$ cat src/rtl/irq_status_pkg.sv
package irq_status_pkg;
    localparam int STAT_W = 12;

    localparam int B_RX_UNDER = 0;
    localparam int B_RX_OVER  = 1;
    localparam int B_RX_FULL  = 2;
    localparam int B_TX_OVER  = 3;
    localparam int B_TX_EMPTY = 4;
    localparam int B_TX_ABRT  = 6;
    localparam int B_ACTIVITY = 8;
    localparam int B_STOP     = 9;
    localparam int B_START    = 10;
    localparam int B_GEN_CALL = 11;

    // bits kept in the sticky bank (TX_ABRT lives in the abort FSM)
    localparam logic [STAT_W-1:0] STICKY_BITS = 12'hF0B;
    localparam logic [STAT_W-1:0] MASK_RST    = 12'h8FF;

    typedef enum logic [3:0] {
        CLR_NONE     = 4'd0,
        CLR_ALL      = 4'd1,
        CLR_RX_UNDER = 4'd2,
        CLR_RX_OVER  = 4'd3,
        CLR_TX_OVER  = 4'd4,
        CLR_TX_ABRT  = 4'd5,
        CLR_ACTIVITY = 4'd6,
        CLR_STOP     = 4'd7,
        CLR_START    = 4'd8,
        CLR_GEN_CALL = 4'd9
    } clr_code_e;

    typedef enum logic {
        ABT_IDLE = 1'b0,
        ABT_HOLD = 1'b1
    } abt_state_e;
endpackage

$ cat src/rtl/irq_sticky_bank.sv
module irq_sticky_bank #(
    parameter int                N        = 12,
    parameter logic [N-1:0]      KEEP     = '1
) (
    input  logic         clk,
    input  logic         rst_n,
    input  logic [N-1:0] set_vec,
    input  logic [N-1:0] clr_vec,
    output logic [N-1:0] q
);
    for (genvar i = 0; i < N; i++) begin : g_bit
        if (KEEP[i]) begin : g_flop
            always_ff @(posedge clk or negedge rst_n) begin
                if (!rst_n)
                    q[i] <= 1'b0;
                else
                    q[i] <= set_vec[i] | (q[i] & ~clr_vec[i]);
            end
        end else begin : g_tie
            assign q[i] = 1'b0;
        end
    end
endmodule

$ cat src/rtl/irq_abort_fsm.sv
module irq_abort_fsm
    import irq_status_pkg::*;
#(
    parameter int ABW = 17
) (
    input  logic           clk,
    input  logic           rst_n,
    input  logic           abort_ev,
    input  logic [ABW-1:0] abort_cause,
    input  logic           release_req,
    output logic           flush,
    output logic [ABW-1:0] abort_src
);
    abt_state_e state_q, state_d;

    // next-state logic and state register
    always_comb begin
        state_d = state_q;
        unique case (state_q)
            ABT_IDLE: if (abort_ev) state_d = ABT_HOLD;                   // T_ABORT
            ABT_HOLD: if (release_req && !abort_ev) state_d = ABT_IDLE;  // T_RELEASE
            default:  state_d = ABT_IDLE;
        endcase
    end

    always_ff @(posedge clk or negedge rst_n) begin
        if (!rst_n) state_q <= ABT_IDLE;
        else        state_q <= state_d;
    end

    // outputs
    always_comb begin
        unique case (state_q)
            ABT_HOLD: flush = 1'b1;
            default:  flush = 1'b0;
        endcase
    end

    always_ff @(posedge clk or negedge rst_n) begin
        if (!rst_n)
            abort_src <= '0;
        else if (abort_ev)
            abort_src <= (release_req ? '0 : abort_src) | abort_cause;
        else if (release_req)
            abort_src <= '0;
    end
endmodule

$ cat src/rtl/irq_fifo_levels.sv
module irq_fifo_levels #(
    parameter int DEPTH = 16,
    parameter int THR_W = 8,
    localparam int LVLW = $clog2(DEPTH + 1)
) (
    input  logic            clk,
    input  logic            rst_n,
    input  logic [LVLW-1:0] tx_level,
    input  logic [LVLW-1:0] rx_level,
    input  logic            txthr_we,
    input  logic            rxthr_we,
    input  logic [THR_W-1:0] thr_wdata,
    input  logic            bus_busy,
    input  logic            ctrl_busy,
    output logic            tx_below,
    output logic            rx_above,
    output logic            tx_full,
    output logic            rx_empty,
    output logic [5:0]      status_word
);
    localparam logic [THR_W-1:0] THR_TOP  = THR_W'(DEPTH - 1);
    localparam logic [LVLW-1:0]  LVL_FULL = LVLW'(DEPTH);

    logic [THR_W-1:0] tx_thr_q, rx_thr_q;
    logic [LVLW-1:0]  tx_thr_eff, rx_thr_eff;

    always_ff @(posedge clk or negedge rst_n) begin
        if (!rst_n) begin
            tx_thr_q <= '0;
            rx_thr_q <= '0;
        end else begin
            if (txthr_we) tx_thr_q <= thr_wdata;
            if (rxthr_we) rx_thr_q <= thr_wdata;
        end
    end

    assign tx_thr_eff = (tx_thr_q > THR_TOP) ? LVL_FULL : tx_thr_q[LVLW-1:0];
    assign rx_thr_eff = (rx_thr_q > THR_TOP) ? LVL_FULL : rx_thr_q[LVLW-1:0];

    assign tx_below = (tx_level <= tx_thr_eff);
    assign rx_above = (rx_level >= rx_thr_eff);
    assign tx_full  = (tx_level >= LVL_FULL);
    assign rx_empty = (rx_level == '0);

    always_ff @(posedge clk or negedge rst_n) begin
        if (!rst_n)
            status_word <= 6'h06;
        else
            status_word <= {ctrl_busy, (rx_level >= LVL_FULL), !rx_empty,
                            (tx_level == '0), !tx_full, bus_busy};
    end
endmodule

$ cat src/rtl/irq_status_unit.sv
module irq_status_unit
    import irq_status_pkg::*;
#(
    parameter int DEPTH = 16,
    parameter int THR_W = 8,
    parameter int ABW   = 17,
    localparam int LVLW = $clog2(DEPTH + 1)
) (
    input  logic              clk,
    input  logic              rst_n,
    input  logic              ev_rx_over,
    input  logic              ev_abort,
    input  logic [ABW-1:0]    abort_cause,
    input  logic              ev_activity,
    input  logic              ev_stop,
    input  logic              ev_start,
    input  logic              ev_gen_call,
    input  logic              tx_wr_req,
    input  logic              rx_rd_req,
    input  logic [LVLW-1:0]   tx_level,
    input  logic [LVLW-1:0]   rx_level,
    input  logic              bus_busy,
    input  logic              ctrl_busy,
    input  logic              mask_we,
    input  logic [STAT_W-1:0] mask_wdata,
    input  logic              txthr_we,
    input  logic              rxthr_we,
    input  logic [THR_W-1:0]  thr_wdata,
    input  logic [3:0]        rd_clr,
    output logic [STAT_W-1:0] raw_stat,
    output logic [STAT_W-1:0] masked_stat,
    output logic              irq,
    output logic [5:0]        status_word,
    output logic [ABW-1:0]    abort_src,
    output logic              tx_flush,
    output logic              tx_wr_accept
);
    clr_code_e         code;
    logic              clr_all;
    logic [STAT_W-1:0] set_vec, clr_vec, sticky_q;
    logic [STAT_W-1:0] mask_q;
    logic              tx_below, rx_above, tx_full, rx_empty;
    logic              release_req;

    assign code    = clr_code_e'(rd_clr);
    assign clr_all = (code == CLR_ALL);

    always_comb begin
        set_vec = '0;
        set_vec[B_RX_UNDER] = rx_rd_req & rx_empty;
        set_vec[B_RX_OVER]  = ev_rx_over;
        set_vec[B_TX_OVER]  = tx_wr_req & tx_full;
        set_vec[B_ACTIVITY] = ev_activity;
        set_vec[B_STOP]     = ev_stop;
        set_vec[B_START]    = ev_start;
        set_vec[B_GEN_CALL] = ev_gen_call;

        clr_vec = '0;
        clr_vec[B_RX_UNDER] = clr_all | (code == CLR_RX_UNDER);
        clr_vec[B_RX_OVER]  = clr_all | (code == CLR_RX_OVER);
        clr_vec[B_TX_OVER]  = clr_all | (code == CLR_TX_OVER);
        clr_vec[B_ACTIVITY] = (clr_all | (code == CLR_ACTIVITY)) & ~bus_busy;
        clr_vec[B_STOP]     = clr_all | (code == CLR_STOP);
        clr_vec[B_START]    = clr_all | (code == CLR_START);
        clr_vec[B_GEN_CALL] = clr_all | (code == CLR_GEN_CALL);
    end

    assign release_req = clr_all | (code == CLR_TX_ABRT);

    irq_sticky_bank #(.N(STAT_W), .KEEP(STICKY_BITS)) u_sticky (
        .clk     (clk),
        .rst_n   (rst_n),
        .set_vec (set_vec),
        .clr_vec (clr_vec),
        .q       (sticky_q)
    );

    irq_abort_fsm #(.ABW(ABW)) u_abort (
        .clk         (clk),
        .rst_n       (rst_n),
        .abort_ev    (ev_abort),
        .abort_cause (abort_cause),
        .release_req (release_req),
        .flush       (tx_flush),
        .abort_src   (abort_src)
    );

    irq_fifo_levels #(.DEPTH(DEPTH), .THR_W(THR_W)) u_levels (
        .clk         (clk),
        .rst_n       (rst_n),
        .tx_level    (tx_level),
        .rx_level    (rx_level),
        .txthr_we    (txthr_we),
        .rxthr_we    (rxthr_we),
        .thr_wdata   (thr_wdata),
        .bus_busy    (bus_busy),
        .ctrl_busy   (ctrl_busy),
        .tx_below    (tx_below),
        .rx_above    (rx_above),
        .tx_full     (tx_full),
        .rx_empty    (rx_empty),
        .status_word (status_word)
    );

    always_ff @(posedge clk or negedge rst_n) begin
        if (!rst_n)       mask_q <= MASK_RST;
        else if (mask_we) mask_q <= mask_wdata;
    end

    always_comb begin
        raw_stat             = sticky_q;
        raw_stat[B_RX_FULL]  = rx_above;
        raw_stat[B_TX_EMPTY] = tx_below;
        raw_stat[B_TX_ABRT]  = tx_flush;
    end

    assign masked_stat  = raw_stat & mask_q;
    assign irq          = |masked_stat;
    assign tx_wr_accept = tx_wr_req & ~tx_flush & ~tx_full;
endmodule

$ cat config.mk
export PLATFORM = sky130hd
export DESIGN_NAME = irq_status_unit
export DESIGN_NICKNAME = d
export VERILOG_FILES = /design/src/rtl/irq_status_pkg.sv /design/src/rtl/irq_sticky_bank.sv /design/src/rtl/irq_abort_fsm.sv /design/src/rtl/irq_fifo_levels.sv /design/src/rtl/irq_status_unit.sv
export SDC_FILE = /design/constraint.sdc
export NUM_CORES = 1
export LEC_CHECK = 0
export BUFFER_PORTS_ARGS = -buffer_cell sky130_fd_sc_hd__buf_2
export CORE_MARGIN = 2
export CORE_UTILIZATION = 50
export DETAILED_ROUTE_END_ITERATION = 10
export HOLD_SLACK_MARGIN = 0.02
export PLACE_DENSITY = 0.85
export SLEW_MARGIN = 20
export SYNTH_ARGS = -nofsm -noshare
export SYNTH_HDL_FRONTEND = slang
export SYNTH_SLANG_ARGS = --single-unit
$ cat constraint.sdc
create_clock -name clk -period 6.9 [get_ports clk]
set_input_delay 1.38 -clock clk [delete_from_list [all_inputs] [get_ports clk]]
set_output_delay 1.38 -clock clk [all_outputs]
set_load 0.01 [all_outputs]
# Yosys cells after proc, flatten, opt, wreduce, memory -nomap -nowiden
# Index checks and enable logic that the tools add are counted.
# W data, S select, Z words.
[op_classes]
order_cmp = 6
n_eq_ne = 9
muxes = 8
bitwise = 40
reduce_logical = 7
[op_table]
columns = ["op", "count"]
rows = [
  ["$mux W17", 2],
  ["$or A17 B17 Y17", 1],
  ["$eq A4 B3 Y1 const B", 4],
  ["$gt A8 B4 Y1 const B", 2],
  ["$or A1 B1 Y1", 15],
  ["$and A1 B1 Y1", 12],
  ["$and A12 B12 Y12", 1],
  ["$reduce_or A12 Y1", 1],
  ["$not A1 Y1", 11],
  ["$ge A5 B5 Y1 const B", 2],
  ["$logic_not A5 Y1", 2],
  ["$mux W5", 2],
  ["$eq A4 B2 Y1 const B", 2],
  ["$eq A4 B4 Y1 const B", 2],
  ["$ge A5 B5 Y1", 1],
  ["$le A5 B5 Y1", 1],
  ["$eq A4 B1 Y1 const B", 1],
  ["$logic_not A1 Y1", 3],
  ["$mux W1", 3],
  ["$pmux W1 S2", 1],
  ["$logic_and A1 B1 Y1", 1],
]
[word_totals]
reg_bits = 59
input_bits = 66
out_inout_bits = 50
wordCells = 83

# Logic depth before layout (Yosys ltp)
[logic_depth]
word_depth = 6
mapped_depth = 8
mapped_depth_nobuf = 7

# Hierarchy
# A second synthesis with hierarchy kept.
[unflattened]
cells_unflattened = 217
area_unflattened_um2 = 2712.6
[by_module_without_submodules]
columns = ["mod", "n_inst", "cells_each", "area_each_um2", "seq_area_each_um2"]
rows = [
  ["irq_fifo_levels", 1, 83, 1066.0, 553.0],
  ["irq_status_unit", 1, 67, 701.9, 311.5],
  ["irq_abort_fsm", 1, 40, 649.4, 450.4],
  ["irq_sticky_bank", 1, 27, 295.3, 175.2],
]

# Worst setup path after synthesis
# No wires, ideal clock.
[synth_timing]
path_type = "in2out"
startpoint = "input rx_level[2]"
endpoint = "output irq"
arrival_ns = 2.493
t_required_ns = 5.520
slack_ns = 3.027
path_stages = 5
n_path_buf = 0
cell_sequence = "ha_1 > a21oi_1 > o21ai_0 > a41o_1 > a211o_1"
[synth_between]
elab_chain_cells = 3
[synth_lines]
columns = ["item", "line_no", "text"]
rows = [
  ["from (decl)", "irq_status_unit.sv:21", "input logic [LVLW-1:0] rx_level,"],
  ["$ge A5 B5 Y1", "irq_fifo_levels.sv:41", "assign rx_above = (rx_level >= rx_thr_eff);"],
  ["$and A12 B12 Y12", "irq_status_unit.sv:117", "assign masked_stat = raw_stat & mask_q;"],
  ["net masked_stat[2]", "irq_status_unit.sv:31", "output logic [STAT_W-1:0] masked_stat,"],
  ["$reduce_or A12 Y1", "irq_status_unit.sv:118", "assign irq = |masked_stat;"],
  ["to (decl)", "irq_status_unit.sv:32", "output logic irq,"],
]
# The timed path passes the listed nets, and every way through them passes these cells.

# Final worst setup path
[layout_timing]
startpoint = "register u_levels.tx_thr_q[6]"
endpoint = "output irq"
[layout_between]
elab_chain_cells = 5
[layout_lines]
columns = ["item", "line_no", "text"]
rows = [
  ["from (decl)", "irq_fifo_levels.sv:24", "logic [THR_W-1:0] tx_thr_q, rx_thr_q;"],
  ["from (signal assigned)", "irq_fifo_levels.sv:32", "if (txthr_we) tx_thr_q <= thr_wdata;"],
  ["$gt A8 B4 Y1", "irq_fifo_levels.sv:37", "assign tx_thr_eff = (tx_thr_q > THR_TOP) ? LVL_FULL : tx_thr_q[LVLW-1:0];"],
  ["$mux W5", "irq_fifo_levels.sv:37", ""],
  ["$le A5 B5 Y1", "irq_fifo_levels.sv:40", "assign tx_below = (tx_level <= tx_thr_eff);"],
  ["$and A12 B12 Y12", "irq_status_unit.sv:117", ""],
  ["$reduce_or A12 Y1", "irq_status_unit.sv:118", ""],
]
# Every way passes these cells.

==> impl_metrics.yaml <==
grt:
  grt_max_degree: 58
  grt_pass1_wl_mm: 8.63
  antenna_found_initial: 0
  grt_pass1_vias: 1927
  track_usage_pct: 21.1
  overflow: 0
placed_design:
  pre_cts_ws_ns: 2.62
  place_inst: 365
  hpwl_mm: 4.29
  portBuffers: 109
  gp_congestion: 0.757
critical_path:
  cp-start-kind: "register"
  arrival_ns: 2.95
  r2r_cells: 1
  worstPathRequired_ns: 5.52
  timing.rr.start: "u_levels.rx_thr_q[4]"
  timing.rr.end: "u_levels.rx_thr_q[4]"
  end_kind: "primary output"
  worstSetupPathType: "reg -> out"
  cp_max_fo: 5
  rrSetupSlack_ns: 6.11
pwr:
  power.share.clock_pct: 39.5
  combPwrFrac_pct: 15.4
  power_density_nw_per_um2: 259
  p_seq_share_pct: 45.0
  power_mw: 0.859
  switching_power_mw: 0.220
  p_int_mw: 0.639
  p_leak_nw: 1.61
  ir_drop_mv: 0.191
  switching_share_pct: 25.6
clock_tree:
  clkSlewWorstSetupHoldPaths_ns: 0.07
  clockBufferDepth: 2
  cts_hold_buf: 0
  cts_resized: 0
  postCtsSetupRepairBufs: 0
  clkLatencyLatePin_ns: 0.32
  root_buffer: "clkbuf_8"
  cts_tree: "yes"
  numCtsBuffers: 9
  htree_levels: 3
  clock-sinks: 57
sta:
  relSlewSlack_pct: 46.3
  fin_ws_ns: 2.57
  fin_crit_ns: 4.33
  maxSlewViolCount: 0
  rsz0062_at_grt: "no"
  final-hold-violation-count: 0
  tns_ns: 0
  setup_viol: 0
  fin_skew_ns: 0
  clock.fmax_ghz: 0.231
  tightest_slew_ns: 0.798
  min_period_over_period_pct: 62.8
detailed_routing:
  drt_iter0_drc: 98
  finalWirelength_mm: 5.66
  first_pass_iters: 4
  antenna_left: 0
  drc: 0
  vias_per_cell: 5.11
  vias: 1947
  routedWlPerCell_um: 14.8
die:
  coreArea_um2: 4820
  rows: 25
  io-pin-count: 116
  die_x_um: 75.3
  start_util_pct: 52.7
  die_h_um: 75.3
  die_area_um2: 5660
synth:
  yosysMostFrequentCell: "dfrtp_1"
  synthTopCellsByArea: "dfrtp_1, mux2_2, dfstp_2, a22o_1, ha_1"
  synth-edff-count: 0
  yosys.area.top_type: "dfrtp_1"
  ys_ff_latch: 57
  ys.flop_type: "dfrtp_1"
  ys_warn_count: 0
  synth_top_area_share_pct: 47.3
  ys_types: 38
  netlist_top_cells_count: "dfrtp_1, mux2_2, a22o_1"
  synth_area_um2: 2540
  synth-seq-area-share_pct: 56.6
  syn-instance-count: 201
  async_reset_ff_share_pct: 100
  syn_area_per_cell_um2: 12.6
layout:
  syn_to_final_growth_pct: 30.8
  final_cells: 381
  drive_gt1_share_pct: 52.2
  fin_nets: 385
  nFillCells: 385
  antennaDiodeCount: 0
worst_hold_path:
  hp-class: "reg -> reg"
  min_from: "u_abort.abort_src[2]"
  hold_end: "u_abort.abort_src[2]"
  worstHoldPathCells: 1
job:
  max-cap-violations: 0
status:
  status: "finished, final reports clean"
[kinds of logic after synthesis]
kind of cell	after synthesis	share of synthesized area (%)
AOI/OAI and AO/OA	35	11.0
and+or+nand+nor	48	10.4
adders and majority gates	10	4.93
muxes	26	11.5
xor gates and xnor gates	4	1.38
other	1	0.148
buffers and inverters	20	3.99
DFF	57	56.6
[critical path, cell delays in order, from the launching register on]
cell and delay (ns):
dfrtp_1 0.38, nor4_1 0.71, nand2_1 0.13, ha_1 0.31, a211oi_1 0.24, nor2_1 0.07
o32ai_1 0.46, a211o_1 0.20, buf_2 0.13
[cells in the final DEF (no fill, tap or decap), types with 6 or more instances in the layout]
cell type / count
a21o_1: 6
dfrtp_1: 48
a22o_1: 17
ha_1: 10
mux2_2: 26
dfstp_2: 9
nand2_1: 15
buf_2: 109
clkbuf_8: 9
and2_1: 9
[power groups by stage]
stage               Sequential, mW  Clock, mW  Combinational, mW
finish                       0.387      0.340              0.133
global route                 0.391      0.360              0.147
CTS                          0.387      0.344              0.135
detailed placement           0.391          0              0.135
global placement             0.390          0              0.130
floorplan                    0.397          0             0.0677
[sequential cells by signal, indices dropped and copies added, names as in the netlist]
signal / count
u_abort.state_q: 1
mask_q: 10
u_levels.status_word: 6
u_levels.rx_thr_q: 8
u_sticky.q: 7
u_levels.tx_thr_q: 8
u_abort.abort_src: 17
[per-layer routing]
layer	vias up	global-route usage (%)	part of all wire (%)
met4	0	8.58	1.7
met2	80	34.5	49
met3	9	8.30	7.5
met1	935	25.1	42
met5	-	0	0
li1	923	-	-
[through the flow]
step           hold WS, ns  cell area [um^2]  util, %
2_1_floorplan        0.472              2550        -
3_3_place_gp         0.473              3100     64.4
3_5_place_dp         0.477              3100     64.4
4_1_cts              0.501              3320     68.9
5_1_grt              0.512              3320     68.9
6_report             0.494              3320     68.9
[worst max-delay path by stage]
stage                         start             end  slack, ns  cells past startpoint
6_report       u_levels.tx_thr_q[6]             irq       2.57                      8
5_1_grt        u_levels.tx_thr_q[6]  masked_stat[4]       2.40                      8
2_1_floorplan           rx_level[2]             irq       3.03                      5
4_1_cts        u_levels.tx_thr_q[6]             irq       2.55                      8
3_3_place_gp            tx_level[2]             irq       2.69                      7
3_5_place_dp            tx_level[2]             irq       2.62                      7
[cell type report]
cell class	instances	area [um^2]	share of cell area, %
sequential	57	1440	43.3
multi-input combinational	127	1010	30.5
timing repair buffer	110	553	16.7
clock buffer	9	124	3.73
clock inverter	7	95.1	2.86
tap	67	83.8	2.53
inverter	4	15.0	0.452
(Power assumes the default switching activity.)
